$ cat src/rtl/hrc_pkg.sv
package hrc_pkg;
  localparam int unsigned SEL_W     = 5;
  localparam int unsigned DATA_W    = 32;
  localparam int unsigned GRP_SIZE  = 32;

  // word indices; byte offset = 4 * index
  localparam int WRD_CTRL  = 0;
  localparam int WRD_STAT  = 1;
  localparam int WRD_MASK  = 2;
  localparam int WRD_HSUM0 = 3;
  localparam int WRD_HSUM1 = 4;

  localparam int CTL_HALT   = 0;
  localparam int CTL_RESUME = 1;
  localparam int CTL_ARR    = 4;
  localparam int CTL_SEL_LO = 16;
  localparam int CTL_SEL_HI = CTL_SEL_LO + SEL_W - 1;

  // packed MSB first: halt_any lands at bit 0
  typedef struct packed {
    logic ack_all;
    logic ack_any;
    logic nonex_all;
    logic nonex_any;
    logic unav_all;
    logic unav_any;
    logic run_all;
    logic run_any;
    logic halt_all;
    logic halt_any;
  } stat_t;
endpackage

$ cat src/rtl/hrc_decode.sv
module hrc_decode #(
  parameter int unsigned NUM_HARTS = 4
) (
  input  logic [hrc_pkg::SEL_W-1:0] idx_i,
  input  logic                      arr_en_i,
  input  logic [NUM_HARTS-1:0]      mask_i,
  output logic [NUM_HARTS-1:0]      sel_o,
  output logic                      idx_bad_o
);
  import hrc_pkg::*;

  always_comb begin
    idx_bad_o = (32'(idx_i) >= NUM_HARTS);
    sel_o     = arr_en_i ? mask_i : '0;
    for (int i = 0; i < int'(NUM_HARTS); i++) begin
      if (!idx_bad_o && idx_i == SEL_W'(i)) sel_o[i] = 1'b1;
    end

    if (idx_bad_o && !arr_en_i) no_bad_idx_chk: assert (sel_o == '0);
  end
endmodule

$ cat src/rtl/hrc_run.sv
module hrc_run #(
  parameter int unsigned NUM_HARTS = 4
) (
  input  logic                 clk_i,
  input  logic                 rst_ni,
  input  logic                 wr_i,
  input  logic                 halt_bit_i,
  input  logic                 resume_bit_i,
  input  logic [NUM_HARTS-1:0] sel_i,
  input  logic [NUM_HARTS-1:0] resack_i,
  output logic [NUM_HARTS-1:0] haltreq_o,
  output logic [NUM_HARTS-1:0] resumereq_o,
  output logic [NUM_HARTS-1:0] ack_flag_o
);
  logic go;
  assign go = wr_i && resume_bit_i && !halt_bit_i;

  always_ff @(posedge clk_i or negedge rst_ni) begin
    if (!rst_ni) begin
      haltreq_o   <= '0;
      resumereq_o <= '0;
      ack_flag_o  <= '0;
    end else begin
      resumereq_o <= go ? sel_i : '0;
      if (wr_i) haltreq_o <= (haltreq_o & ~sel_i) | (sel_i & {NUM_HARTS{halt_bit_i}});
      // issue clears, and beats a same-edge acknowledge
      ack_flag_o  <= go ? ((ack_flag_o | resack_i) & ~sel_i) : (ack_flag_o | resack_i);
    end
  end


  no_resume_with_halt_chk: assert property (@(posedge clk_i) disable iff (!rst_ni)
    (|resumereq_o) |-> $past(wr_i && resume_bit_i && !halt_bit_i));

  halt_hold_chk: assert property (@(posedge clk_i) disable iff (!rst_ni)
    !wr_i |=> $stable(haltreq_o));

  ack_clear_chk: assert property (@(posedge clk_i) disable iff (!rst_ni)
    (|resumereq_o) |-> ((ack_flag_o & resumereq_o) == '0));
endmodule

$ cat src/rtl/hrc_status.sv
module hrc_status #(
  parameter int unsigned NUM_HARTS = 4
) (
  input  logic [NUM_HARTS-1:0] sel_i,
  input  logic                 idx_bad_i,
  input  logic [NUM_HARTS-1:0] halted_i,
  input  logic [NUM_HARTS-1:0] unavail_i,
  input  logic [NUM_HARTS-1:0] ack_i,
  output hrc_pkg::stat_t       stat_o
);
  logic [NUM_HARTS-1:0] eff_halt, eff_run;
  logic                 has_sel;

  assign eff_halt = halted_i & ~unavail_i;
  assign eff_run  = ~halted_i & ~unavail_i;
  assign has_sel  = |sel_i;

  always_comb begin
    stat_o.halt_any  = |(sel_i & eff_halt);
    stat_o.halt_all  = has_sel && &(eff_halt | ~sel_i);
    stat_o.run_any   = |(sel_i & eff_run);
    stat_o.run_all   = has_sel && &(eff_run | ~sel_i);
    stat_o.unav_any  = |(sel_i & unavail_i);
    stat_o.unav_all  = has_sel && &(unavail_i | ~sel_i);
    stat_o.nonex_any = idx_bad_i;
    stat_o.nonex_all = idx_bad_i && !has_sel;
    stat_o.ack_any   = |(sel_i & ack_i);
    stat_o.ack_all   = has_sel && &(ack_i | ~sel_i);
  end
endmodule

$ cat src/rtl/hart_run_ctl.sv
module hart_run_ctl #(
  parameter int unsigned NUM_HARTS = 4,
  parameter int unsigned ADDR_W    = 8
) (
  input  logic                 clk_i,
  input  logic                 rst_ni,
  input  logic                 reg_we_i,
  input  logic [ADDR_W-1:0]    reg_addr_i,
  input  logic [31:0]          reg_wdata_i,
  output logic [31:0]          reg_rdata_o,
  input  logic [NUM_HARTS-1:0] hart_halted_i,
  input  logic [NUM_HARTS-1:0] hart_unavail_i,
  input  logic [NUM_HARTS-1:0] hart_resack_i,
  output logic [NUM_HARTS-1:0] haltreq_o,
  output logic [NUM_HARTS-1:0] resumereq_o
);
  import hrc_pkg::*;

  localparam int unsigned GROUPS = (NUM_HARTS + GRP_SIZE - 1) / GRP_SIZE;

  logic [SEL_W-1:0]     sel_q;
  logic                 arr_q;
  logic [NUM_HARTS-1:0] mask_q;
  logic [NUM_HARTS-1:0] wr_sel, cur_sel, ack_flag, eff_halt;
  logic                 wr_bad, cur_bad;
  logic [GROUPS-1:0]    hsum1;
  logic                 aligned, wr_ctrl, wr_mask;
  int                   word_idx;
  stat_t                stat;
  logic                 unused_wdata;

  assign unused_wdata = ^reg_wdata_i;
  assign aligned      = (reg_addr_i[1:0] == 2'b00);
  assign word_idx     = int'(reg_addr_i[ADDR_W-1:2]);
  assign wr_ctrl      = reg_we_i && aligned && word_idx == WRD_CTRL;
  assign wr_mask      = reg_we_i && aligned && word_idx == WRD_MASK;

  always_ff @(posedge clk_i or negedge rst_ni) begin
    if (!rst_ni) begin
      sel_q  <= '0;
      arr_q  <= 1'b0;
      mask_q <= '0;
    end else begin
      if (wr_ctrl) begin
        sel_q <= reg_wdata_i[CTL_SEL_HI:CTL_SEL_LO];
        arr_q <= reg_wdata_i[CTL_ARR];
      end
      if (wr_mask) mask_q <= reg_wdata_i[NUM_HARTS-1:0];
    end
  end

  // selection applied by the incoming write
  hrc_decode #(.NUM_HARTS(NUM_HARTS)) u_dec_wr (
    .idx_i(reg_wdata_i[CTL_SEL_HI:CTL_SEL_LO]), .arr_en_i(reg_wdata_i[CTL_ARR]),
    .mask_i(mask_q), .sel_o(wr_sel), .idx_bad_o(wr_bad)
  );

  // selection reported in status
  hrc_decode #(.NUM_HARTS(NUM_HARTS)) u_dec_cur (
    .idx_i(sel_q), .arr_en_i(arr_q), .mask_i(mask_q),
    .sel_o(cur_sel), .idx_bad_o(cur_bad)
  );

  hrc_run #(.NUM_HARTS(NUM_HARTS)) u_run (
    .clk_i, .rst_ni, .wr_i(wr_ctrl),
    .halt_bit_i(reg_wdata_i[CTL_HALT]), .resume_bit_i(reg_wdata_i[CTL_RESUME]),
    .sel_i(wr_sel), .resack_i(hart_resack_i),
    .haltreq_o, .resumereq_o, .ack_flag_o(ack_flag)
  );

  hrc_status #(.NUM_HARTS(NUM_HARTS)) u_stat (
    .sel_i(cur_sel), .idx_bad_i(cur_bad), .halted_i(hart_halted_i),
    .unavail_i(hart_unavail_i), .ack_i(ack_flag), .stat_o(stat)
  );

  assign eff_halt = hart_halted_i & ~hart_unavail_i;

  for (genvar g = 0; g < int'(GROUPS); g++) begin : g_hsum
    localparam int LO = g * GRP_SIZE;
    localparam int HI = ((g + 1) * GRP_SIZE > NUM_HARTS) ? NUM_HARTS - 1 : LO + GRP_SIZE - 1;
    assign hsum1[g] = |eff_halt[HI:LO];
  end

  always_comb begin
    reg_rdata_o = '0;
    if (aligned) begin
      case (word_idx)
        WRD_CTRL: begin
          reg_rdata_o[CTL_SEL_HI:CTL_SEL_LO] = sel_q;
          reg_rdata_o[CTL_ARR]               = arr_q;
        end
        WRD_STAT:  reg_rdata_o[$bits(stat_t)-1:0] = stat;
        WRD_MASK:  reg_rdata_o[NUM_HARTS-1:0]     = mask_q;
        WRD_HSUM0: reg_rdata_o[NUM_HARTS-1:0]     = eff_halt;
        WRD_HSUM1: reg_rdata_o[GROUPS-1:0]        = hsum1;
        default:   reg_rdata_o = '0;
      endcase
    end
  end
endmodule

$ cat config.mk
export PLATFORM = sky130hd
export DESIGN_NAME = hart_run_ctl
export DESIGN_NICKNAME = d
export VERILOG_FILES = /design/src/rtl/hrc_pkg.sv /design/src/rtl/hrc_decode.sv /design/src/rtl/hrc_run.sv /design/src/rtl/hrc_status.sv /design/src/rtl/hart_run_ctl.sv
export SDC_FILE = /design/constraint.sdc
export NUM_CORES = 1
export LEC_CHECK = 0
export BUFFER_PORTS_ARGS = -buffer_cell sky130_fd_sc_hd__buf_2
export CELL_PAD_IN_SITES_DETAIL_PLACEMENT = 0
export CELL_PAD_IN_SITES_GLOBAL_PLACEMENT = 2
export CORE_MARGIN = 3
export CORE_UTILIZATION = 25
export CTS_BUF_LIST = sky130_fd_sc_hd__clkbuf_8
export CTS_CLUSTER_DIAMETER = 50
export DETAILED_ROUTE_END_ITERATION = 6
export HOLD_SLACK_MARGIN = 0.15
export PLACE_DENSITY_LB_ADDON = 0.05
export SLEW_MARGIN = 30
export SYNTH_ARGS = -nofsm -noshare
export SYNTH_HDL_FRONTEND = slang
export SYNTH_HIERARCHICAL = 1
export SYNTH_SLANG_ARGS = --single-unit
$ cat constraint.sdc
create_clock -name clk_i -period 2.71 [get_ports clk_i]
set_input_delay 0 -clock clk_i [delete_from_list [all_inputs] [get_ports clk_i]]
set_output_delay 0 -clock clk_i [all_outputs]
set_load 0.1 [all_outputs]
# [Yosys cells after proc, flatten, opt, wreduce, memory -nomap -nowiden]
# Cells that the tools add are included.
[classes] n_lt_le_gt_ge=2 eq_ne=11 mux=18 n_bitwise=19 reduce_logical=37
[ops] operator="zero test 32 bit" n=2
[ops] operator="AND 4 bit" n=9
[ops] operator="OR 4 bit" n=6
[ops] operator="OR reduction 4 bit" n=6
[ops] operator="two-way mux 21 bit" n=1
[ops] operator="equality test 5 x 2 -> 1 bit, second input constant" n=4
[ops] operator="logical AND 1 bit" n=18
[ops] operator="two-way mux 4 bit" n=4
[ops] operator="inverter 4 bit" n=4
[ops] operator="AND reduction 4 bit" n=4
[ops] operator="equality test 6 x 2 -> 1 bit, second input constant" n=2
[ops] operator="equality test 6 x 3 -> 1 bit, second input constant" n=2
[ops] operator="equality test 5 x 1 -> 1 bit, second input constant" n=2
[ops] operator="greater-or-equal comparator 5 x 3 -> 1 bit, second input constant" n=2
[ops] operator="zero test 5 bit" n=2
[ops] operator="two-way mux 5 bit" n=2
[ops] operator="case mux 3 bit (3 select lines)" n=1
[ops] operator="two-way mux 1 bit" n=8
[ops] operator="equality test 6 x 1 -> 1 bit, second input constant" n=1
[ops] operator="zero test 1 bit" n=4
[ops] operator="case mux 1 bit (4 select lines)" n=1
[ops] operator="zero test 2 bit" n=1
[ops] operator="case mux 1 bit (2 select lines)" n=1
[word_totals] ff_bits=22 input_bits=55 out_inout_bits=40 word_cells=93

# [Longest topological paths before layout]
# Gate-level depths: netlist of run 1.
[depth] depth_word=10 depth_mapped=10 depth_no_buf=10

# [Cells and area by module]
# Netlist of run 1, hierarchy kept.
[by_module_without_submodules] mod="hart_run_ctl" instances=1 cells_per_inst=84 area_per_inst_um2=818.3
[by_module_without_submodules] mod="hrc_run" instances=1 cells_per_inst=33 area_per_inst_um2=450.4
[by_module_without_submodules] mod="hrc_status" instances=1 cells_per_inst=42 area_per_inst_um2=265.3
[by_module_without_submodules] mod="hrc_decode" instances=2 cells_per_inst=9 area_per_inst_um2=61.3

# [Worst setup path after synthesis of run 1]
# No wires, ideal clock.
[synth_path] path_kind="register to output" startpoint="register sel_q[3]" endpoint="output port reg_rdata_o[0]" t_arrival_ns=4.219 required_time_ns=2.710 setup_slack_ns=-1.509 stages_incl_launch_ff=11 cell_sequence="dfrtp_1 -> nor3_2 -> inv_2 -> o31ai_1 -> nand2b_1 -> o22a_1 -> o221ai_1 -> nand2b_1 -> a311oi_1 -> a31oi_1 -> nor3_1"
[synth_rtl] item="from (decl)" line="hart_run_ctl.sv:21" rtl="logic [SEL_W-1:0] sel_q;"
[synth_rtl] item="from (signal assigned)" line="hart_run_ctl.sv:45" rtl="sel_q <= reg_wdata_i[CTL_SEL_HI:CTL_SEL_LO];"
[synth_rtl] item="to (decl)" line="hart_run_ctl.sv:10" rtl="output logic [31:0] reg_rdata_o,"

==> impl_metrics.tcl, run 1 <==
set metrics [dict create \
    hold_viol_final 0 \
    wl_met3_um 186 \
    core_um2 6390 \
    placed_cells 309 \
    clockRootBuffer "clkbuf_8" \
    clk_path_buf_depth 2 \
    grt_pass1_wl_um 7410 \
    final.period_utilization_pct 92.7 \
    peakVddDrop_mv 0.185 \
    fin_setup_tns_ns 0 \
    syn_avg_cell_area_um2 9.36 \
    startpoint "sel_q[3]" \
    hpwlAfterDp_um 3780 \
    syn_inst 177 \
    htreeDepth 1 \
    dieArea_um2 7640 \
    cp_max_fo 5 \
    endpoint_kind "primary output" \
    place_area_um2 2100 \
    cts_sinks 22 \
    antenna_left 0 \
    synth_async_sr_flop_share_pct 100 \
    final_util_pct 37.5 \
    layout_commonest_cell "buf_2" \
    layout_common_cells "49 x buf_2, 22 x dfrtp_1, 18 x dlygate4sd3_1" \
    cts_tree "built" \
    die_w_um 87.4 \
    synth_ff_type "dfrtp_1" \
    fin_area_um2 2390 \
    synth_seq_area_share_pct 33.2 \
    viasPerCell 4.66 \
    drive_gt1_share_pct 42.2 \
    numPortBuffers 55 \
    m1WireLength_um 1970 \
    fin_cells 335 \
    initial_utilization_pct 25.9 \
    synth_seq_cells 22 \
    antenna_cells 0 \
    first_global_vias 1498 \
    regToRegStartpoint "mask_q[1]" \
    worstPathCellList "nor3_4 > a32o_1 > buf_4 > nor4_4 > a221oi_2 > and3_1 > inv_1 > mux2i_1 > a22oi_1 > nor2_4 > buf_12" \
    cp_num_buf_inv 3 \
    clkTransAtPathRegs_ns 0.07 \
    setup_viol 0 \
    dieHeight_um 87.4 \
    fin_nets 315 \
    cts-buffers-inserted 3 \
    fin_skew_ns 0.00574 \
    finalCriticalPeriod_ns 2.51 \
    drtIter0Drc 67 \
    rsz0062_at_grt "false" \
    cp_slowest_stage_delay_ns 0.42 \
    synth_top_area_share_pct 33.2 \
    report.final.slew_viol_count 0 \
    syn_area_um2 1660 \
    synth_top_area_cell "dfrtp_1" \
    power.leakage_nw 1.17 \
    wl_met2_um 2390 \
    antenna_found_initial 0 \
    grt-ovfl-total 0 \
    power.density_nw_per_um2 356 \
    worst_path_max_delay_cell "dfrtp_1" \
    path_class "reg -> out" \
    worst_ep_required_time_ns 2.71 \
    cp-start-kind "flip-flop" \
    worstPathArrival_ns 2.51 \
    rows 29 \
    wl_per_cell_um 13.6 \
    path_delay_family "compound AO/OA/AOI/OAI gates" \
    track_usage_pct 12.3 \
    synth_enable_flop_cells 0 \
    areaGrowthSynthToFinish_pct 44.6 \
    hold_path.class "in -> reg" \
    synthTopCellsByArea "dfrtp_1 33%, buf_4 8.2%, mux2_2 6.8%, nand2b_1 4.2%, inv_1 3.4%" \
    status "completed" \
    worstSkewPairLatency_ns 0.25 \
    worst_pin_slew_ns 0.593 \
    routed.top_layer "met4" \
    yosysWarnings 6 \
    vias 1560 \
    max_freq_mhz 398 \
    io_pins 95 \
    first_pass_iters 4 \
    timing.max_cap.violations 0 \
    worstHoldStart "reg_we_i" \
    drc_errors 0 \
    routed_wl_um 4570 \
    relSlewSlack_pct 60.1 \
    yosysUniqueCellTypes 44 \
    grt_max_degree 23 \
    gp_congestion 0.827 \
]
-- worst min-delay path: stages --
cell and delay, ns:
buf_2 0.11, nand3_2 0.14, mux2_2 0.17
-- Yosys cell counts (2+ instances only) --
cell type and instances:
dfrtp_1 22, a32o_1 2, nor3_2 2, mux2_1 4, nor2_1 9, nand2b_1 11, nand4_1 3, o31ai_1 4
a22oi_1 7, o21ai_0 6, nand2_1 9, o22ai_1 2, inv_1 15, inv_2 2, mux2_2 10, o22a_1 2
a21oi_2 3, mux2i_1 4, and2_2 6, buf_4 18, a32o_2 2, nor3_1 4, o221ai_1 2, and2_1 3
and3_1 6
-- through the flow --
step / total power, mW / hold WS (ns) / setup WS (ns)
after global routing: 0.912 / 0.221 / 0.00970
after floorplan: 0.579 / -0.296 / -0.265
after CTS: 0.849 / 0.210 / 0.0481
after detailed placement: 0.634 / -0.00104 / 0.291
after global placement: 0.633 / -0.0139 / 0.310
final: 0.854 / 0.210 / 0.199
-- cell type report --
class                           instances  area [µm²]
Sequential cell                        22         551
Fill cell                             680        3990
Inverter                               17        63.8
Tap cell                               77        96.3
Clock buffer                            3        41.3
Timing Repair Buffer                   82         613
Multi-Input combinational cell        134        1030
-- power breakdown --
part / internal [mW] / switching (mW) / leakage (nW)
clock network: 0.0988 / 0.0927 / 0.0216
logic: 0.106 / 0.210 / 0.866
registers: 0.335 / 0.0108 / 0.285
-- cells by family (layout without fill, tap and decap cells) --
kind of cell / count (synthesis) / count (layout) / share of synthesized area [%]
buf+inv: 37 / 102 / 12.5
flops: 22 / 22 / 33.2
other cells: 1 / 17 / 0.226
mux: 18 / 18 / 11.9
simple gates: 64 / 64 / 25.5
compound gates: 35 / 35 / 16.5
-- path summary, 6_finish.rpt --
path                                       end  slack, ns  cells after the start
setup / recovery                reg_rdata_o[1]       0.20                     11
hold / removal                           arr_q       0.21                      3
setup reg to reg           u_run/ack_flag_o[1]       1.11                      4
hold reg to reg                      flip-flop       0.50                      1
max in group asynchronous             sel_q[1]       2.14                      2
min in group asynchronous            async pin       0.23                      2
-- repair_timing --
item | 4_1_cts | 5_1_grt
hold buffers | 18 | 0
setup endpoints to repair | 1 | 2
hold endpoints to repair | 41 | 0
gates resized for setup | 1 | 4
pin swaps | 0 | 1
buffers inserted | 0 | 5
-- routing by layer --
metal | global-route usage (%) | up-vias
li1 | - | 760
met1 | 16.1 | 761
met2 | 21.3 | 37
met3 | 1.14 | 2
met4 | 3.35 | 0
met5 | 0 | -
Power figures use the tool's default switching activity.
==> run 2: changes to the inputs <==
- CORE_UTILIZATION: 25 -> 27
- SYNTH_HIERARCHICAL: 1 -> unset
- clock period: 2.71 -> 3.17 ns (I/O delays scaled with it)
==> run 2 against run 1 <==
Against the previous run:
- power is 3.5% lower
- non-clock buffer count is 9 lower
- clock power is 38% higher
- worst setup slack better by 0.61 ns
- cell count is 1.5% lower
- hold slack worse by 0.016 ns
- final area is 8.6% lower
- critical path type unchanged
- largest power group unchanged
==> impl_metrics.tcl, run 2 <==
set metrics [dict create \
    synth_top_area_cell "dfrtp_1" \
    synthXorXnorAreaFrac_pct 0 \
    synthAdderAreaFrac_pct 0 \
    grt_pass1_wl_um 8730 \
    worst_pin_slew_ns 0.507 \
    hold_path.class "in -> reg" \
    routed_wl_um 5410 \
    syn_inst 188 \
    die_w_um 85.0 \
    seq_power_share_pct 37.7 \
    grt_max_degree 23 \
    synthMuxAreaShare_pct 11.1 \
    synth_seq_area_share_pct 32.7 \
    dieArea_um2 7220 \
    worst_ep_required_time_ns 3.17 \
    crit_cells 7 \
    p_comb_share_pct 30.2 \
    final.period_utilization_pct 74.3 \
    cts_tree "built" \
    antenna_found_initial 0 \
    cp_max_fo 6 \
    wl_per_cell_um 16.4 \
    status "completed" \
    cts_sinks 22 \
    core_um2 5990 \
    areaGrowthSynthToFinish_pct 30.0 \
    fin_ws_ns 0.813 \
    dieHeight_um 85.0 \
    first_pass_iters 4 \
    crit_end "reg_rdata_o[8]" \
    antenna_left 0 \
    synth_seq_cells 22 \
    numPortBuffers 55 \
    worst_path_max_delay_cell "buf_2" \
    p_int_mw 0.528 \
    synthTopCellsByCount "22 x dfrtp_1, 19 x nor2_1, 17 x buf_4, 14 x nand2_1, 14 x o21ai_0" \
    vias 1668 \
    relSlewSlack_pct 66.2 \
    gp_congestion 0.849 \
    synth_top_family_by_area "simple AND/OR/NAND/NOR gates" \
    hold_viol_final 0 \
    endpoint_kind "primary output" \
    power.leakage_nw 1.02 \
    power.density_nw_per_um2 376 \
    fin_nets 311 \
    worstPathCellList "nor3_1 > buf_4 > nand2_1 > o21ai_0 > a222oi_1 > a21oi_1 > buf_2" \
    finalCriticalPeriod_ns 2.36 \
    synth_compound_gate_area_share_pct 20.4 \
    initial_utilization_pct 28.1 \
    layout_common_cells "55 x buf_2, 22 x dfrtp_1, 19 x nor2_1" \
    syn_avg_cell_area_um2 8.96 \
    grt-ovfl-total 0 \
    drc_errors 0 \
    fin_skew_ns 0.000579 \
    syn_area_um2 1680 \
    worstPathArrival_ns 2.36 \
    clkTransAtPathRegs_ns 0.08 \
    synth_most_common_cell "dfrtp_1" \
    r2r_slack_ns 1.82 \
    layout_commonest_cell "buf_2" \
    yosysWarnings 0 \
    track_usage_pct 15.1 \
    htreeDepth 1 \
    max_freq_mhz 424 \
    clock_power_share_pct 32.1 \
    worstSkewPairLatency_ns 0.26 \
    cts-buffers-inserted 3 \
    viasPerCell 5.05 \
    path_class "reg -> out" \
    clockRootBuffer "clkbuf_8" \
    switchingPower_mw 0.296 \
    rows 28 \
    total_power_mw 0.824 \
    cp_slowest_stage_delay_ns 0.46 \
    post_cts_resized 0 \
    p_sw_share_pct 36.0 \
    io_pins 95 \
    path_delay_family "compound AO/OA/AOI/OAI gates" \
    first_global_vias 1695 \
    cp_num_buf_inv 2 \
    clk_path_buf_depth 2 \
    hpwlAfterDp_um 4220 \
    synth_top_area_share_pct 32.7 \
    synth_ff_type "dfrtp_1" \
    synthTopCellsByArea "dfrtp_1 33%, buf_4 7.6%, mux2_2 4.7%, nor2_1 4.2%, o21ai_0 4.2%" \
    synth-simple-area-share_pct 24.4 \
    antenna_cells 0 \
    synth_async_sr_flop_share_pct 100 \
    drive_gt1_share_pct 33.3 \
    timing.max_cap.violations 0 \
    drtIter0Drc 105 \
    yosysUniqueCellTypes 47 \
    setup_viol 0 \
    pre_cts_ws_ns 1.09 \
    fin_setup_tns_ns 0 \
    rsz0062_at_grt "false" \
    synth_enable_flop_cells 0 \
    regToRegStartpoint "mask_q[0]" \
    report.final.slew_viol_count 0 \
    cp-start-kind "flip-flop" \
    startpoint "sel_q[3]" \
    peakVddDrop_mv 0.143 \
    ff2ff_path_depth 3 \
]
run 2: changes by cell type after synthesis, sizes merged, moves of 3 or more:
| cell | previous run | this run |
|---|---|---|
| and2 | 9 | 1 |
| a22o | 0 | 3 |
| o31ai | 4 | 0 |
| inv | 17 | 5 |
| nand2b | 11 | 2 |
| mux2 | 14 | 9 |
| o21ai | 6 | 14 |
| a22oi | 7 | 4 |
| o22ai | 2 | 5 |
| nor2 | 9 | 20 |
| nand2 | 10 | 14 |
| nor2b | 1 | 7 |
| clkbuf | 1 | 8 |
run 2: worst min-delay path, cell delays in order:
cell,delay (ns)
buf_2,0.13
nor2_2,0.11
nand3_4,0.13
nor3b_2,0.05
run 2: cell families after synthesis:
logic type / after synthesis
AOI/OAI and AO/OA: 49
buffers and inverters: 31
DFF: 22
muxes: 15
other: 1
and+or+nand+nor: 70
run 2: power by group through the flow:
stage,combinational [mW],sequential (mW),clock [mW]
4_1_cts,0.250,0.312,0.270
3_5_place_dp,0.234,0.317,0
2_1_floorplan,0.189,0.310,0
6_report,0.249,0.311,0.264
5_1_grt,0.266,0.313,0.281
3_3_place_gp,0.233,0.317,0
run 2: metrics by stage:
step | instances | hold WS [ns] | instance area [µm²] | utilization, %
after CTS | 330 | 0.190 | 2190 | 36.5
after global routing | 330 | 0.230 | 2190 | 36.5
final | 330 | 0.193 | 2190 | 36.5
after detailed placement | 310 | 0.00906 | 1960 | 32.7
after global placement | 310 | -0.00598 | 1960 | 32.7
after floorplan | 204 | -0.296 | 1740 | -
run 2: worst min path at each step:
| stage | slack [ns] | cells past startpoint | to | startpoint |
|---|---|---|---|---|
| after CTS | 0.19 | 4 | u_run.resumereq_o[2] | reg_addr_i[4] |
| final | 0.19 | 4 | u_run.resumereq_o[2] | reg_addr_i[4] |
| after global placement | -0.006 | 1 | mask_q[1] | rst_ni |
| after detailed placement | 0.009 | 1 | mask_q[3] | rst_ni |
| after floorplan | -0.30 | 0 | async pin | rst_ni |
| after global routing | 0.23 | 4 | u_run.resumereq_o[2] | reg_addr_i[4] |
run 2: metal layers:
layer,track usage (%),up-vias,routed length [µm]
met5,0,-,0
met4,4.03,0,54
met3,2.82,6,401
met2,24.6,72,2580
met1,20.6,791,2370
li1,-,799,-
run 2: cell type report:
class / instances / area (µm²)
inverter: 5 / 18.8
sequential: 22 / 551
clock buffer: 3 / 41.3
tap: 75 / 93.8
timing repair buffer: 73 / 450
multi-input combinational: 151 / 1000
clock inverter: 1 / 30.0
fill: 671 / 3800
run 2: repair_timing:
| action | in CTS | in global routing |
|---|---|---|
| hold buffers | 16 | 0 |
| setup buffers | 0 | 0 |
| endpoints found under the hold margin | 44 | 0 |
